[src/rtl/gpio_port_pkg.sv]
package gpio_port_pkg;

  localparam int unsigned BUS_W = 32;

  typedef enum logic [1:0] {
    PORT_OUT   = 2'd0,
    PORT_IN    = 2'd1,
    PORT_BIDIR = 2'd2
  } port_mode_e;

  typedef enum logic [1:0] {
    EDGE_RISE = 2'd0,
    EDGE_FALL = 2'd1,
    EDGE_BOTH = 2'd2
  } edge_kind_e;

  // word offsets; software depends on this order
  localparam logic [1:0] REG_DATA = 2'd0;
  localparam logic [1:0] REG_DIR  = 2'd1;
  localparam logic [1:0] REG_MASK = 2'd2;
  localparam logic [1:0] REG_CAPT = 2'd3;

endpackage

[src/rtl/gpio_in_sync.sv]
module gpio_in_sync
  import gpio_port_pkg::*;
#(
  parameter int unsigned W       = 32,
  parameter int unsigned STAGES  = 2,
  parameter edge_kind_e  KIND    = EDGE_RISE
) (
  input  logic         clk,
  input  logic         rst,
  input  logic [W-1:0] pin_i,
  output logic [W-1:0] level_o,
  output logic [W-1:0] event_o
);

  logic [W-1:0] stage_q [STAGES];
  logic [W-1:0] prev_q;

  always_ff @(posedge clk) begin
    if (rst) begin
      for (int s = 0; s < STAGES; s++) stage_q[s] <= '0;
      prev_q <= '0;
    end else begin
      stage_q[0] <= pin_i;
      for (int s = 1; s < STAGES; s++) stage_q[s] <= stage_q[s-1];
      prev_q <= stage_q[STAGES-1];
    end
  end

  assign level_o = stage_q[STAGES-1];

  generate
    if (KIND == EDGE_RISE) begin : g_rise
      assign event_o = level_o & ~prev_q;
    end else if (KIND == EDGE_FALL) begin : g_fall
      assign event_o = ~level_o & prev_q;
    end else begin : g_both
      assign event_o = level_o ^ prev_q;
    end
  endgenerate

endmodule

[src/rtl/gpio_capture.sv]
module gpio_capture #(
  parameter int unsigned W = 32
) (
  input  logic         clk,
  input  logic         rst,
  input  logic [W-1:0] event_i,
  input  logic         clr_i,
  input  logic [W-1:0] mask_i,
  output logic [W-1:0] capt_o,
  output logic         irq_o
);

  logic [W-1:0] capt_q;
  logic         irq_q;

  // a clearing write drops old bits but keeps any event of the same cycle
  always_ff @(posedge clk) begin
    if (rst) begin
      capt_q <= '0;
      irq_q  <= 1'b0;
    end else begin
      capt_q <= clr_i ? event_i : (capt_q | event_i);
      irq_q  <= |(capt_q & mask_i);
    end
  end

  assign capt_o = capt_q;
  assign irq_o  = irq_q;


  sticky_hold_chk: assert property (@(posedge clk) disable iff (rst)
    !clr_i |=> ((capt_q & $past(capt_q)) == $past(capt_q)));


  clear_all_chk: assert property (@(posedge clk) disable iff (rst)
    (clr_i && (event_i == '0)) |=> (capt_q == '0));


  clear_race_chk: assert property (@(posedge clk) disable iff (rst)
    clr_i |=> ((capt_q & $past(event_i)) == $past(event_i)));


  irq_source_chk: assert property (@(posedge clk) disable iff (rst)
    $rose(irq_q) |-> ($past(capt_q) != '0));

endmodule

[src/rtl/gpio_regs.sv]
module gpio_regs
  import gpio_port_pkg::*;
#(
  parameter int unsigned W    = 32,
  parameter port_mode_e  MODE = PORT_BIDIR
) (
  input  logic             clk,
  input  logic             rst,
  input  logic             wr_en,
  input  logic [1:0]       addr,
  input  logic [BUS_W-1:0] wr_data,
  output logic [W-1:0]     out_o,
  output logic [W-1:0]     dir_o,
  output logic [W-1:0]     mask_o,
  output logic             clr_o
);

  logic wr_data_sel, wr_dir_sel, wr_mask_sel;

  assign wr_data_sel = wr_en && (addr == REG_DATA);
  assign wr_dir_sel  = wr_en && (addr == REG_DIR);
  assign wr_mask_sel = wr_en && (addr == REG_MASK);

  generate
    if (MODE != PORT_IN) begin : g_out
      logic [W-1:0] out_q;
      always_ff @(posedge clk) begin
        if (rst)              out_q <= '0;
        else if (wr_data_sel) out_q <= wr_data[W-1:0];
      end
      assign out_o = out_q;


      data_wr_chk: assert property (@(posedge clk) disable iff (rst)
        wr_data_sel |=> (out_o == $past(wr_data[W-1:0])));
    end else begin : g_no_out
      assign out_o = '0;
    end

    if (MODE == PORT_BIDIR) begin : g_dir
      logic [W-1:0] dir_q;
      always_ff @(posedge clk) begin
        if (rst)             dir_q <= '0;
        else if (wr_dir_sel) dir_q <= wr_data[W-1:0];
      end
      assign dir_o = dir_q;
    end else begin : g_no_dir
      assign dir_o = '0;
    end

    if (MODE != PORT_OUT) begin : g_mask
      logic [W-1:0] mask_q;
      always_ff @(posedge clk) begin
        if (rst)              mask_q <= '0;
        else if (wr_mask_sel) mask_q <= wr_data[W-1:0];
      end
      assign mask_o = mask_q;
      assign clr_o  = wr_en && (addr == REG_CAPT);
    end else begin : g_no_mask
      assign mask_o = '0;
      assign clr_o  = 1'b0;
    end
  endgenerate

endmodule

[src/rtl/gpio_edge_port.sv]
module gpio_edge_port
  import gpio_port_pkg::*;
#(
  parameter int unsigned WIDTH       = 32,
  parameter port_mode_e  MODE        = PORT_BIDIR,
  parameter edge_kind_e  EDGE_KIND   = EDGE_RISE,
  parameter int unsigned SYNC_STAGES = 2
) (
  input  logic             clk,
  input  logic             rst,
  input  logic [1:0]       bus_addr,
  input  logic             bus_wr,
  input  logic             bus_rd,
  input  logic [31:0]      bus_wdata,
  output logic [31:0]      bus_rdata,
  output logic             bus_rvalid,
  input  logic [WIDTH-1:0] pin_in,
  output logic [WIDTH-1:0] pin_out,
  output logic [WIDTH-1:0] pin_oe,
  output logic             irq
);

  logic [WIDTH-1:0] out_w, dir_w, mask_w, level_w, event_w, capt_w;
  logic             clr_w, irq_w;
  logic [WIDTH-1:0] rd_sel;
  logic [BUS_W-1:0] rd_mux, rdata_q;
  logic             rvalid_q;

  gpio_regs #(.W(WIDTH), .MODE(MODE)) u_regs (
    .clk     (clk),
    .rst     (rst),
    .wr_en   (bus_wr),
    .addr    (bus_addr),
    .wr_data (bus_wdata),
    .out_o   (out_w),
    .dir_o   (dir_w),
    .mask_o  (mask_w),
    .clr_o   (clr_w)
  );

  generate
    if (MODE != PORT_OUT) begin : g_input
      gpio_in_sync #(.W(WIDTH), .STAGES(SYNC_STAGES), .KIND(EDGE_KIND)) u_sync (
        .clk     (clk),
        .rst     (rst),
        .pin_i   (pin_in),
        .level_o (level_w),
        .event_o (event_w)
      );
      gpio_capture #(.W(WIDTH)) u_capt (
        .clk     (clk),
        .rst     (rst),
        .event_i (event_w),
        .clr_i   (clr_w),
        .mask_i  (mask_w),
        .capt_o  (capt_w),
        .irq_o   (irq_w)
      );
    end else begin : g_no_input
      assign level_w = out_w;
      assign event_w = '0;
      assign capt_w  = '0;
      assign irq_w   = 1'b0;
    end

    if (MODE == PORT_OUT) begin : g_oe_all
      assign pin_oe = '1;
    end else if (MODE == PORT_IN) begin : g_oe_none
      assign pin_oe = '0;
    end else begin : g_oe_dir
      assign pin_oe = dir_w;


      oe_follow_chk: assert property (@(posedge clk) disable iff (rst)
        (bus_wr && (bus_addr == REG_DIR)) |=> (pin_oe == $past(bus_wdata[WIDTH-1:0])));
    end
  endgenerate

  always_comb begin
    case (bus_addr)
      REG_DATA: rd_sel = level_w;
      REG_DIR:  rd_sel = dir_w;
      REG_MASK: rd_sel = mask_w;
      default:  rd_sel = capt_w;
    endcase
    rd_mux = '0;
    rd_mux[WIDTH-1:0] = rd_sel;
  end

  always_ff @(posedge clk) begin
    if (rst) begin
      rdata_q  <= '0;
      rvalid_q <= 1'b0;
    end else begin
      rvalid_q <= bus_rd;
      if (bus_rd) rdata_q <= rd_mux;
    end
  end

  assign bus_rdata  = rdata_q;
  assign bus_rvalid = rvalid_q;
  assign pin_out    = out_w;
  assign irq        = irq_w;


  rvalid_pulse_chk: assert property (@(posedge clk) disable iff (rst)
    !bus_rd |=> !bus_rvalid);

endmodule

[config.mk]
export PLATFORM = sky130hd
export DESIGN_NAME = gpio_edge_port
export DESIGN_NICKNAME = d
export VERILOG_FILES = /design/src/rtl/gpio_port_pkg.sv /design/src/rtl/gpio_in_sync.sv /design/src/rtl/gpio_capture.sv /design/src/rtl/gpio_regs.sv /design/src/rtl/gpio_edge_port.sv
export SDC_FILE = /design/constraint.sdc
export NUM_CORES = 1
export LEC_CHECK = 0
export BUFFER_PORTS_ARGS = -buffer_cell sky130_fd_sc_hd__buf_2
export CAP_MARGIN = 40
export CORE_ASPECT_RATIO = 0.7
export CORE_UTILIZATION = 26
export CTS_BUF_LIST = sky130_fd_sc_hd__clkbuf_16
export CTS_CLUSTER_SIZE = 16
export DETAILED_ROUTE_END_ITERATION = 7
export PLACE_DENSITY = 0.43
export SLEW_MARGIN = 25
export SYNTH_ARGS = -nofsm -noshare
export SYNTH_HDL_FRONTEND = slang
export SYNTH_SLANG_ARGS = --single-unit
[constraint.sdc]
create_clock -name clk -period 2.5 [get_ports clk]
set_clock_uncertainty 0.05 [all_clocks]
set_input_delay 0 -clock clk [delete_from_list [all_inputs] [get_ports clk]]
set_output_delay 0 -clock clk [all_outputs]
set_load 0.005 [all_outputs]
==> flow_summary_export.csv, run 1 <==
group,metric,value,unit
status,status,"finished clean",
pwr,combPwrFrac,7.6,%
sta,slew_viol_final,0,
worst_setup_path,reg2reg_to,"g_input.u_capt.irq_o",
worst_setup_path,path_max_fanout,36,
run,max_cap_violations,0,
pwr,power_density,753,nW/um2
worst_setup_path,arrival,2.04,ns
sta,rsz0062_at_grt,"no",
sta,hold_violations,0,
cells_and_area,area_growth,32.3,%
grt,grt_pass1_wl,42.0,mm
clocking,cts-root-buf,"clkbuf_16",
synth,synth-edff-count,0,
routing,vias,6968,
synth,ys_warn_count,0,
floorplan,io_pins,168,
worst_setup_path,critical-path-max-stage-delay,0.73,ns
synth,synth_nets,963,
routing,drt_iter0_drc,414,
grt,grt_pass1_vias,6791,
floorplan,die_h,158,um
routing,postRouteAntennaNets,0,
worst_setup_path,worst-setup-path-type,"in -> reg",
floorplan,fp-row-count,56,
clocking,cts.sinks,258,
clocking,clock_latency,0.54,ns
clocking,cts_resized,0,
pwr,clkPwrFrac,43.9,%
cells_and_area,antennaDiodeCount,0,
floorplan,dieArea,35600,um2
routing,drc,0,
worst_setup_path,worstPathCellList,"dlygate4sd3_1 > buf_2 > buf_12 > and3b_2 > nand2_1 > a21oi_1",
clocking,cts_tree,"built",
routing,wl,27.9,mm
min_path,min_path_cells,5,
cells_and_area,drive_above_1_share,23.0,%
sta,finalCriticalPeriod,1.62,ns
min_path,hold_end,"u_regs.out_o[16]",
place,io_buffers,167,
synth,synthCells,893,
worst_setup_path,rr_startpoint,"g_input.u_capt.capt_o[26]",
sta,fin_crit_sh,65.0,%
clocking,cts.htree.levels,1,
routing,drt_first_pass_iters,5,
worst_setup_path,cp.required,2.91,ns
grt,grt_max_degree,74,
clocking,numCtsBuffers,28,
synth,syn_area_per_cell,10.1,um2
worst_setup_path,crit_path_end_kind,"flop",
synth,yosysSeqAreaShare,57.1,%
grt,grt_overflow,0,
worst_setup_path,rrSetupSlack,1.09,ns
grt,antenna_found_initial,0,
synth,synthArstFlopShare,0,%
synth,synth_area,9050,um2
sta,tns,0,ns
sta,worst_slew_pin_slew,0.722,ns
cells_and_area,final_common_cell,"dfxtp_1",
routing,wl_per_cell,17.4,um
synth,synth_seq_cells,258,
worst_setup_path,crit_slowest_cell,"and3b_2",
pwr,ir_worst_vdd,375,uV
floorplan,die_x,225,um
cells_and_area,num-fill-cells,3484,
synth,synthFlopType,"dfxtp_1",
worst_setup_path,r2r_cells,3,
sta,fmax,0.616,GHz
floorplan,start_util,26.7,%
place,gp_congestion,0.689,
worst_setup_path,start_kind,"input pin",
cells_and_area,nNetsFinal,1188,
clocking,clk_path_buf_depth,3,
min_path,hold_start,"bus_wr",
sta,setup_violations,0,
min_path,hold_class,"in -> reg",
pwr,seq_power_share,48.4,%
cells_and_area,layout_common_cells,"258 x dfxtp_1, 192 x nand2_1, 166 x buf_2",
place,hpwl,18.6,mm
clocking,clk_pin_slew_worst_paths,0.06,ns
sta,slew_headroom,51.9,%
grt,grt_usage,15.7,%
worst_setup_path,startpoint,"bus_addr[1]",
pwr,p_switching,2120,uW
floorplan,core-area,33800,um2
synth,synth_cell_type_count,23,
pwr,power_leakage,0.00490,uW
cells_and_area,finish.utilization,35.4,%
pwr,switching_share,23.5,%
pwr,p_int,6890,uW
routing,vias_per_cell,4.35,
==> cell families (layout without fill, tap and decap cells) <==
family | Yosys count | in the layout | synth area share [%]
buffers and inverters | 94 | 340 | 4.60
AO/OA/AOI/OAI | 146 | 146 | 9.93
multiplexers | 64 | 64 | 11.5
AND/OR/NAND/NOR | 331 | 331 | 16.9
flip-flops | 258 | 258 | 57.1
==> cells in the mapped netlist, drive strengths merged (4+ instances only) <==
cell type  instances  area (um2)
dfxtp            258        5160
nand2            192         721
nor2b             97         607
a21oi             96         480
buf               35         195
inv               33         124
a22o              32         280
mux2i             32         320
mux4              32         721
nor2              32         120
clkbuf            26        97.6
a22oi             16         120
nand4              4        25.0
==> power groups by stage <==
stage,Combinational [uW],Clock [uW],Sequential (uW)
6_report,685,3960,4370
5_1_grt,754,4280,4380
4_1_cts,699,4100,4370
3_5_place_dp,610,0,4460
3_3_place_gp,605,0,4460
2_1_floorplan,349,0,4420
==> sequential cells by signal (all words and copies together), names as in the netlist <==
name	count
g_input.u_capt.irq_o	1
g_input.u_capt.capt_o	32
g_input.u_sync.stage_q	64
bus_rdata	32
bus_rvalid	1
g_input.u_sync.prev_q	32
u_regs.out_o	32
u_regs.dir_o	32
u_regs.mask_o	32
==> worst max path at each step <==
| stage | cells past startpoint | slack (ns) | to |
|---|---|---|---|
| CTS | 6 | 0.80 | u_regs.mask_o[2] |
| finish | 6 | 0.88 | u_regs.mask_o[16] |
| floorplan | 5 | 1.35 | bus_rdata[0] |
| global placement | 5 | 0.86 | u_regs.mask_o[13] |
| global route | 6 | 0.72 | u_regs.mask_o[14] |
| detailed placement | 5 | 0.79 | u_regs.mask_o[2] |
==> cell type report <==
| class | count | area [um2] | share of cell area, % |
|---|---|---|---|
| Timing Repair Buffer | 256 | 1740 | 14.5 |
| Clock inverter | 22 | 149 | 1.24 |
| Sequential cell | 258 | 5160 | 43.1 |
| Clock buffer | 29 | 726 | 6.06 |
| Multi-Input combinational cell | 541 | 3490 | 29.2 |
| Tap cell | 464 | 581 | 4.85 |
| Inverter | 33 | 124 | 1.03 |
==> what timing repair did <==
action	CTS	global route
buffers inserted	0	0
hold buffers	71	0
hold endpoints to repair	162	0
setup endpoints to repair	0	0
==> routing by layer <==
metal / GRT usage [%] / wire length (um)
met5: 0 / 0
met4: 3.34 / 458
met3: 3.25 / 1580
met2: 23.9 / 12100
met1: 22.6 / 13700
==> metrics by stage <==
stage / cell area (um2) / worst slack [ns] / hold WS (ns) / instances / power, uW
after floorplan: 9050 / 1.35 / 0.0782 / 893 / 4770
after global routing: 12000 / 0.723 / 0.118 / 1603 / 9420
after detailed placement: 10400 / 0.788 / 0.162 / 1481 / 5070
after global placement: 10400 / 0.861 / 0.158 / 1481 / 5060
final: 12000 / 0.876 / 0.117 / 1603 / 9010
after CTS: 12000 / 0.800 / 0.0940 / 1603 / 9170
==> critical path: cells and delay by family <==
| family | cells | cell delay, ns |
|---|---|---|
| buf+inv | 3 | 0.99 |
| simple gates | 2 | 0.88 |
| compound gates | 1 | 0.14 |
Power figures use the tool's default switching activity.
==> run 2, diff against run 1 <==
Clock period 2.5 ns to 1.6 ns, I/O delays scaled along.
==> run 2 against run 1 <==
Net effect: global-route usage grew 0.69 points; sequential power rose by 56%; sequential share of layout area is 0.56 points lower; utilization is 0.46 points higher; power increased by 50%; critical path type is now reg -> reg; worst hold slack got worse by 0.043 ns; via count rose by 0.37%; final area is 1.3% higher; largest power group unchanged.
==> flow_summary_export.csv, run 2 (synthesis results as in run 1) <==
group,metric,value,unit
status,status,"finished clean",
clocking,cts.htree.levels,1,
sta,finalCriticalPeriod,1.47,ns
floorplan,io_pins,168,
cells_and_area,antennaDiodeCount,0,
cells_and_area,drive_above_1_share,22.2,%
sta,worst_slew_pin_slew,0.452,ns
sta,tns,0,ns
routing,drt_iter0_drc,439,
pwr,power_density,1110,nW/um2
sta,fin_crit_sh,91.8,%
cells_and_area,final_common_cell,"dfxtp_1",
grt,grt_usage,16.3,%
clocking,cts_resized,0,
sta,slew_viol_final,0,
clocking,clk_pin_slew_worst_paths,0.06,ns
pwr,seq_power_share,50.6,%
clocking,clk_path_buf_depth,3,
routing,drc,0,
sta,rsz0062_at_grt,"no",
cells_and_area,final_cells,1617,
sta,slew_headroom,69.9,%
clocking,cts-root-buf,"clkbuf_16",
pwr,power_leakage,0.00500,uW
routing,vias,6994,
routing,drt_first_pass_iters,4,
cells_and_area,layout_common_cells,"258 x dfxtp_1, 192 x nand2_1, 166 x buf_2",
worst_setup_path,start_kind,"flop",
clocking,cts_tree,"built",
pwr,p_int,10300,uW
run,max_cap_violations,0,
worst_setup_path,arrival,1.84,ns
pwr,clkPwrFrac,41.0,%
sta,hold_violations,0,
grt,grt_max_degree,65,
worst_setup_path,cp.required,1.97,ns
cells_and_area,largest_reg_flops,64,
floorplan,dieArea,35600,um2
sta,setup_violations,0,
floorplan,fp-row-count,56,
place,io_buffers,167,
worst_setup_path,path_max_fanout,3,
grt,grt_pass1_vias,6841,
cells_and_area,nNetsFinal,1208,
grt,grt_overflow,0,
place,dp_cells,1485,
grt,grt_pass1_wl,43.7,mm
clocking,postCtsSetupRepairBufs,0,
floorplan,die_x,225,um
cells_and_area,area_growth,34.0,%
clocking,numCtsBuffers,27,
cells_and_area,largest-register,"g_input.u_sync.stage_q",
floorplan,die_h,158,um
pwr,combPwrFrac,8.4,%
routing,wl,28.9,mm
worst_setup_path,worst-setup-path-type,"reg -> reg",
pwr,ir_worst_vdd,631,uV
floorplan,core-area,33800,um2
clocking,clock_latency,0.54,ns
routing,wl_per_cell,17.9,um
routing,postRouteAntennaNets,0,
place,hpwl,18.8,mm
worst_setup_path,crit_path_end_kind,"flop",
place,gp_congestion,0.733,
clocking,cts.sinks,258,
sta,fmax,0.680,GHz
routing,vias_per_cell,4.33,
pwr,switching_share,24.0,%
floorplan,start_util,26.7,%
pwr,p_switching,3250,uW
min_path,hold_class,"in -> reg",
grt,antenna_found_initial,1,
==> run 2: cell types whose count changed in the layout (fill, tap and decap cells not counted), sizes merged <==
| cell | before | now |
|---|---|---|
| clkinvlp | 1 | 0 |
| inv | 37 | 40 |
| dlygate4sd3 | 71 | 88 |
| bufinv | 2 | 0 |
| clkbuf | 29 | 27 |
| clkinv | 15 | 10 |
| buf | 185 | 189 |
==> run 2: layout make-up <==
class	count	area [um2]
clock inverters	17	67.6
well taps	464	581
multi-input cells	541	3490
inverters	33	124
fillers	3436	21700
repair buffers	277	2030
clock buffers	27	676
flip-flops and latches	258	5160
==> run 2: final timing paths <==
kind	startpoint	endpoint	slack (ns)	depth (start not counted)
worst max register to register	g_input.u_capt.capt_o[25]	g_input.u_capt.irq_o	0.13	3
worst min register to register	g_input.u_sync.stage_q[0][21]	g_input.u_sync.stage_q[0][53]	0.38	1
worst min-delay path	bus_addr[0]	bus_rdata[22]	0.07	4
worst max-delay path	g_input.u_capt.capt_o[25]	g_input.u_capt.irq_o	0.13	3
==> run 2: stage by stage <==
step                instance area (um2)  setup slack [ns]  total power (uW)  hold slack [ns]  utilization (%)
global placement                  10500            0.0700              7950            0.163             31.0
floorplan                          9050             0.455              7460           0.0782                -
global route                      12100            0.0578             14100           0.0882             35.8
detailed placement                10500            0.0828              7950            0.162             31.0
finish                            12100             0.130             13500           0.0743             35.8
CTS                               12100            0.0750             13700           0.0582             35.8
==> run 2: layer usage <==
layer | GRT usage [%] | part of all wire [%] | vias to the layer above
li1 | - | - | 3467
met1 | 23.7 | 50 | 3348
met3 | 3.21 | 5.2 | 33
met4 | 2.79 | 1.5 | 0
met5 | 0 | 0 | -
met2 | 25.2 | 43 | 146
==> run 2: repair_timing <==
action	in CTS	in global routing
hold endpoints to repair	179	0
hold buffers	88	0
setup endpoints to repair	0	0
==> run 2: power by group through the flow <==
stage	Clock, uW	Combinational [uW]	Sequential, uW
global placement	0	979	6970
floorplan	0	546	6910
CTS	5730	1150	6830
global route	6020	1240	6860
detailed placement	0	981	6970
finish	5540	1130	6830
==> run 2: critical path: stages, from the launching register on <==
cell and delay (ns):
dfxtp_1 0.33, a22oi_1 0.41, nand4_1 0.14, o41a_1 0.43
==> run 3, diff against run 2 <==
Settings changed: ABC_AREA set to 1.
==> run 3 against run 2 <==
Net effect: worst setup slack worse by 0.083 ns; register-to-register slack improved by 0.17 ns; final area is 6.7% higher; synthesized cell count rose by 40%; count of clock-buffer cells in the layout rose by 2; routed wire length increased by 10%; first-iteration DRC count up 36%; global-route usage increased by 0.51 points; sequential power grew 1%; non-clock buffer count grew 34; power is 13% higher; largest cell class unchanged; highest routed layer unchanged.
==> flow_summary_export.csv, run 3 <==
group,metric,value,unit
sta,setup_violations,0,
synth,ys_warn_count,0,
floorplan,fp-row-count,57,
min_path,min_path_cells,5,
floorplan,core-area,35200,um2
synth,synth_top_area_cell,"dfxtp_1",
cells_and_area,largest-register,"g_input.u_sync.stage_q",
worst_setup_path,reg2reg_to,"u_regs.dir_o[14]",
clocking,clk_pin_slew_worst_paths,0.06,ns
worst_setup_path,rrSetupSlack,0.30,ns
grt,grt_usage,16.9,%
worst_setup_path,worstPathCellList,"dlygate4sd3_1 > buf_2 > nand3_1 > dlygate4sd3_1 > a21oi_1 > dlygate4sd3_1",
floorplan,start_util,26.8,%
cells_and_area,layout_common_cells,"269 x nor2_1, 258 x dfxtp_1, 217 x nand2_1",
sta,fmax,0.644,GHz
synth,yosysSeqAreaShare,54.7,%
synth,synth-edff-count,0,
synth,synth_nets,1320,
synth,synth_seq_cells,258,
worst_setup_path,r2r_cells,3,
sta,rsz0062_at_grt,"no",
min_path,hold_class,"in -> reg",
routing,vias,8630,
place,hpwl,21.1,mm
worst_setup_path,start_kind,"input pin",
grt,grt_pass1_vias,7957,
sta,finalCriticalPeriod,1.55,ns
synth,synthFlopType,"dfxtp_1",
routing,drt_iter0_drc,597,
cells_and_area,antennaDiodeCount,0,
worst_setup_path,arrival,1.95,ns
worst_setup_path,worst-setup-path-type,"in -> reg",
floorplan,die_x,230,um
clocking,cts-root-buf,"clkbuf_16",
clocking,cts_tree,"built",
routing,drt_first_pass_iters,5,
pwr,ir_worst_vdd,746,uV
worst_setup_path,rr_startpoint,"u_regs.dir_o[14]",
worst_setup_path,crit_path_end_kind,"flop",
sta,tns,0,ns
pwr,power_leakage,0.00571,uW
status,status,"finished clean",
sta,slew_headroom,60.3,%
sta,worst_slew_pin_slew,0.594,ns
min_path,hold_start,"bus_addr[0]",
cells_and_area,finish.utilization,36.8,%
run,max_cap_violations,0,
synth,yosysMostFrequentCell,"nor2_1",
routing,postRouteAntennaNets,0,
synth,synth_top_family_by_area,"simple AND/OR/NAND/NOR gates",
synth,synthMuxAreaShare,0,%
clocking,cts_resized,0,
worst_setup_path,crit_slowest_cell,"dlygate4sd3_1",
place,place_area,10700,um2
synth,yosys.area_share.simple,25.0,%
worst_setup_path,critical-path-max-stage-delay,0.58,ns
sta,slew_viol_final,0,
cells_and_area,final_common_cell,"nor2_1",
worst_setup_path,path_max_fanout,3,
routing,wl,31.9,mm
cells_and_area,nNetsFinal,1581,
cells_and_area,final_cell_area,12900,um2
place,gp_congestion,0.841,
worst_setup_path,cp_top_family,"buffers and inverters",
place,io_buffers,167,
routing,vias_per_cell,4.31,
worst_setup_path,crit_top_cell,"dlygate4sd3_1",
min_path,hold_end,"u_regs.mask_o[16]",
synth,synth.area.top_cells,"dfxtp_1 55%, nor2_1 11%, nand2_1 8.6%",
clocking,cts.htree.levels,1,
clocking,clock_latency,0.56,ns
grt,grt_pass1_wl,48.9,mm
worst_setup_path,cp.required,1.99,ns
synth,synth_area,9440,um2
synth,synthXorXnorAreaFrac,0,%
synth,synth_fa_ha_area_share,0,%
grt,antenna_found_initial,0,
synth,synthCells,1250,
worst_setup_path,worst-path-buf-inv,4,
cells_and_area,area_growth,37.2,%
clocking,cts.sinks,258,
sta,fin_crit_sh,97.1,%
floorplan,io_pins,168,
routing,wl_per_cell,15.9,um
synth,synth_compound_area_share,11.8,%
synth,yosys-top-cells-count,"269 x nor2_1, 258 x dfxtp_1, 217 x nand2_1",
cells_and_area,num-fill-cells,3807,
clocking,numCtsBuffers,29,
cells_and_area,largest_reg_flops,64,
floorplan,die_h,161,um
grt,grt_max_degree,84,
cells_and_area,drive_above_1_share,15.7,%
pwr,power_density,1170,nW/um2
clocking,clk_path_buf_depth,3,
floorplan,dieArea,37100,um2
synth,synth.top_cell.area_share,54.7,%
routing,drc,0,
sta,hold_violations,0,
synth,synth_cell_type_count,17,
synth,syn_area_per_cell,7.55,um2
grt,grt_overflow,0,
synth,synthArstFlopShare,0,%
==> run 3: cell types whose count changed in the layout (fill, tap and decap cells not counted), moves of 30 or more <==
cell	delta
nand3_1	+97
nor2b_1	-97
dlygate4sd3_1	+30
a22o_1	-32
nor2_1	+237
mux4_2	-32
a21oi_1	+33
mux2i_1	-32
inv_1	+61
o21ai_0	+79
==> run 3: layout make-up <==
class,count,area (um2),share of cell area [%]
clock buffer,29,726,5.60
clock inverter,21,249,1.92
inverter,101,379,2.93
multi-input combinational,810,3470,26.8
sequential,258,5160,39.9
tap,472,591,4.56
timing repair buffer,311,2370,18.3
==> run 3: how the worst max path moves through the flow <==
stage | endpoint | slack, ns | depth (start not counted) | startpoint
after global routing | u_regs.dir_o[14] | 0.0007 | 6 | bus_wdata[14]
after global placement | g_input.u_capt.irq_o | 0.33 | 6 | u_regs.mask_o[11]
after detailed placement | g_input.u_capt.irq_o | 0.35 | 6 | u_regs.mask_o[11]
after CTS | u_regs.dir_o[20] | 0.08 | 8 | bus_addr[0]
final | u_regs.dir_o[14] | 0.05 | 6 | bus_wdata[14]
after floorplan | g_input.u_capt.irq_o | 0.74 | 6 | g_input.u_capt.capt_o[11]
==> run 3: power breakdown <==
part           switching (uW)  internal (uW)
combinational             739            611
clock                    2730           4230
sequential                203           6710
==> run 3: metrics by stage <==
step | setup WS (ns) | total power (uW) | hold slack [ns] | std cells
after floorplan | 0.741 | 7640 | 0.0570 | 1250
after global placement | 0.328 | 8170 | 0.159 | 1830
after detailed placement | 0.347 | 8180 | 0.159 | 1830
after CTS | 0.0769 | 15400 | 0.0133 | 1999
after global routing | 0.000689 | 15900 | 0.0517 | 2002
final | 0.0471 | 15200 | 0.0473 | 2002
==> run 3: kinds of logic after synthesis <==
group,after synthesis
buffers and inverters,182
AND/OR/NAND/NOR,587
flip-flops,258
AO/OA/AOI/OAI,223
==> run 3: worst min-delay path: cells and delay by family <==
kind	cells	cell delay, ns
AND/OR/NAND/NOR	2	0.16
buffers and inverters	2	0.38
AO/OA/AOI/OAI	1	0.06
==> run 3: repair_timing <==
item / 4_1_cts / 5_1_grt
endpoints found under the hold margin: 258 / 0
buffers inserted: 0 / 1
hold buffers: 119 / 0
setup endpoints to repair: 0 / 2
==> run 3: metal layers <==
layer | GRT usage (%) | up-vias | wire, um
met5 | 0 | - | 0
met2 | 22.0 | 227 | 12000
li1 | - | 4460 | -
met3 | 2.90 | 42 | 1750
met4 | 3.25 | 0 | 497
met1 | 27.7 | 3901 | 17600
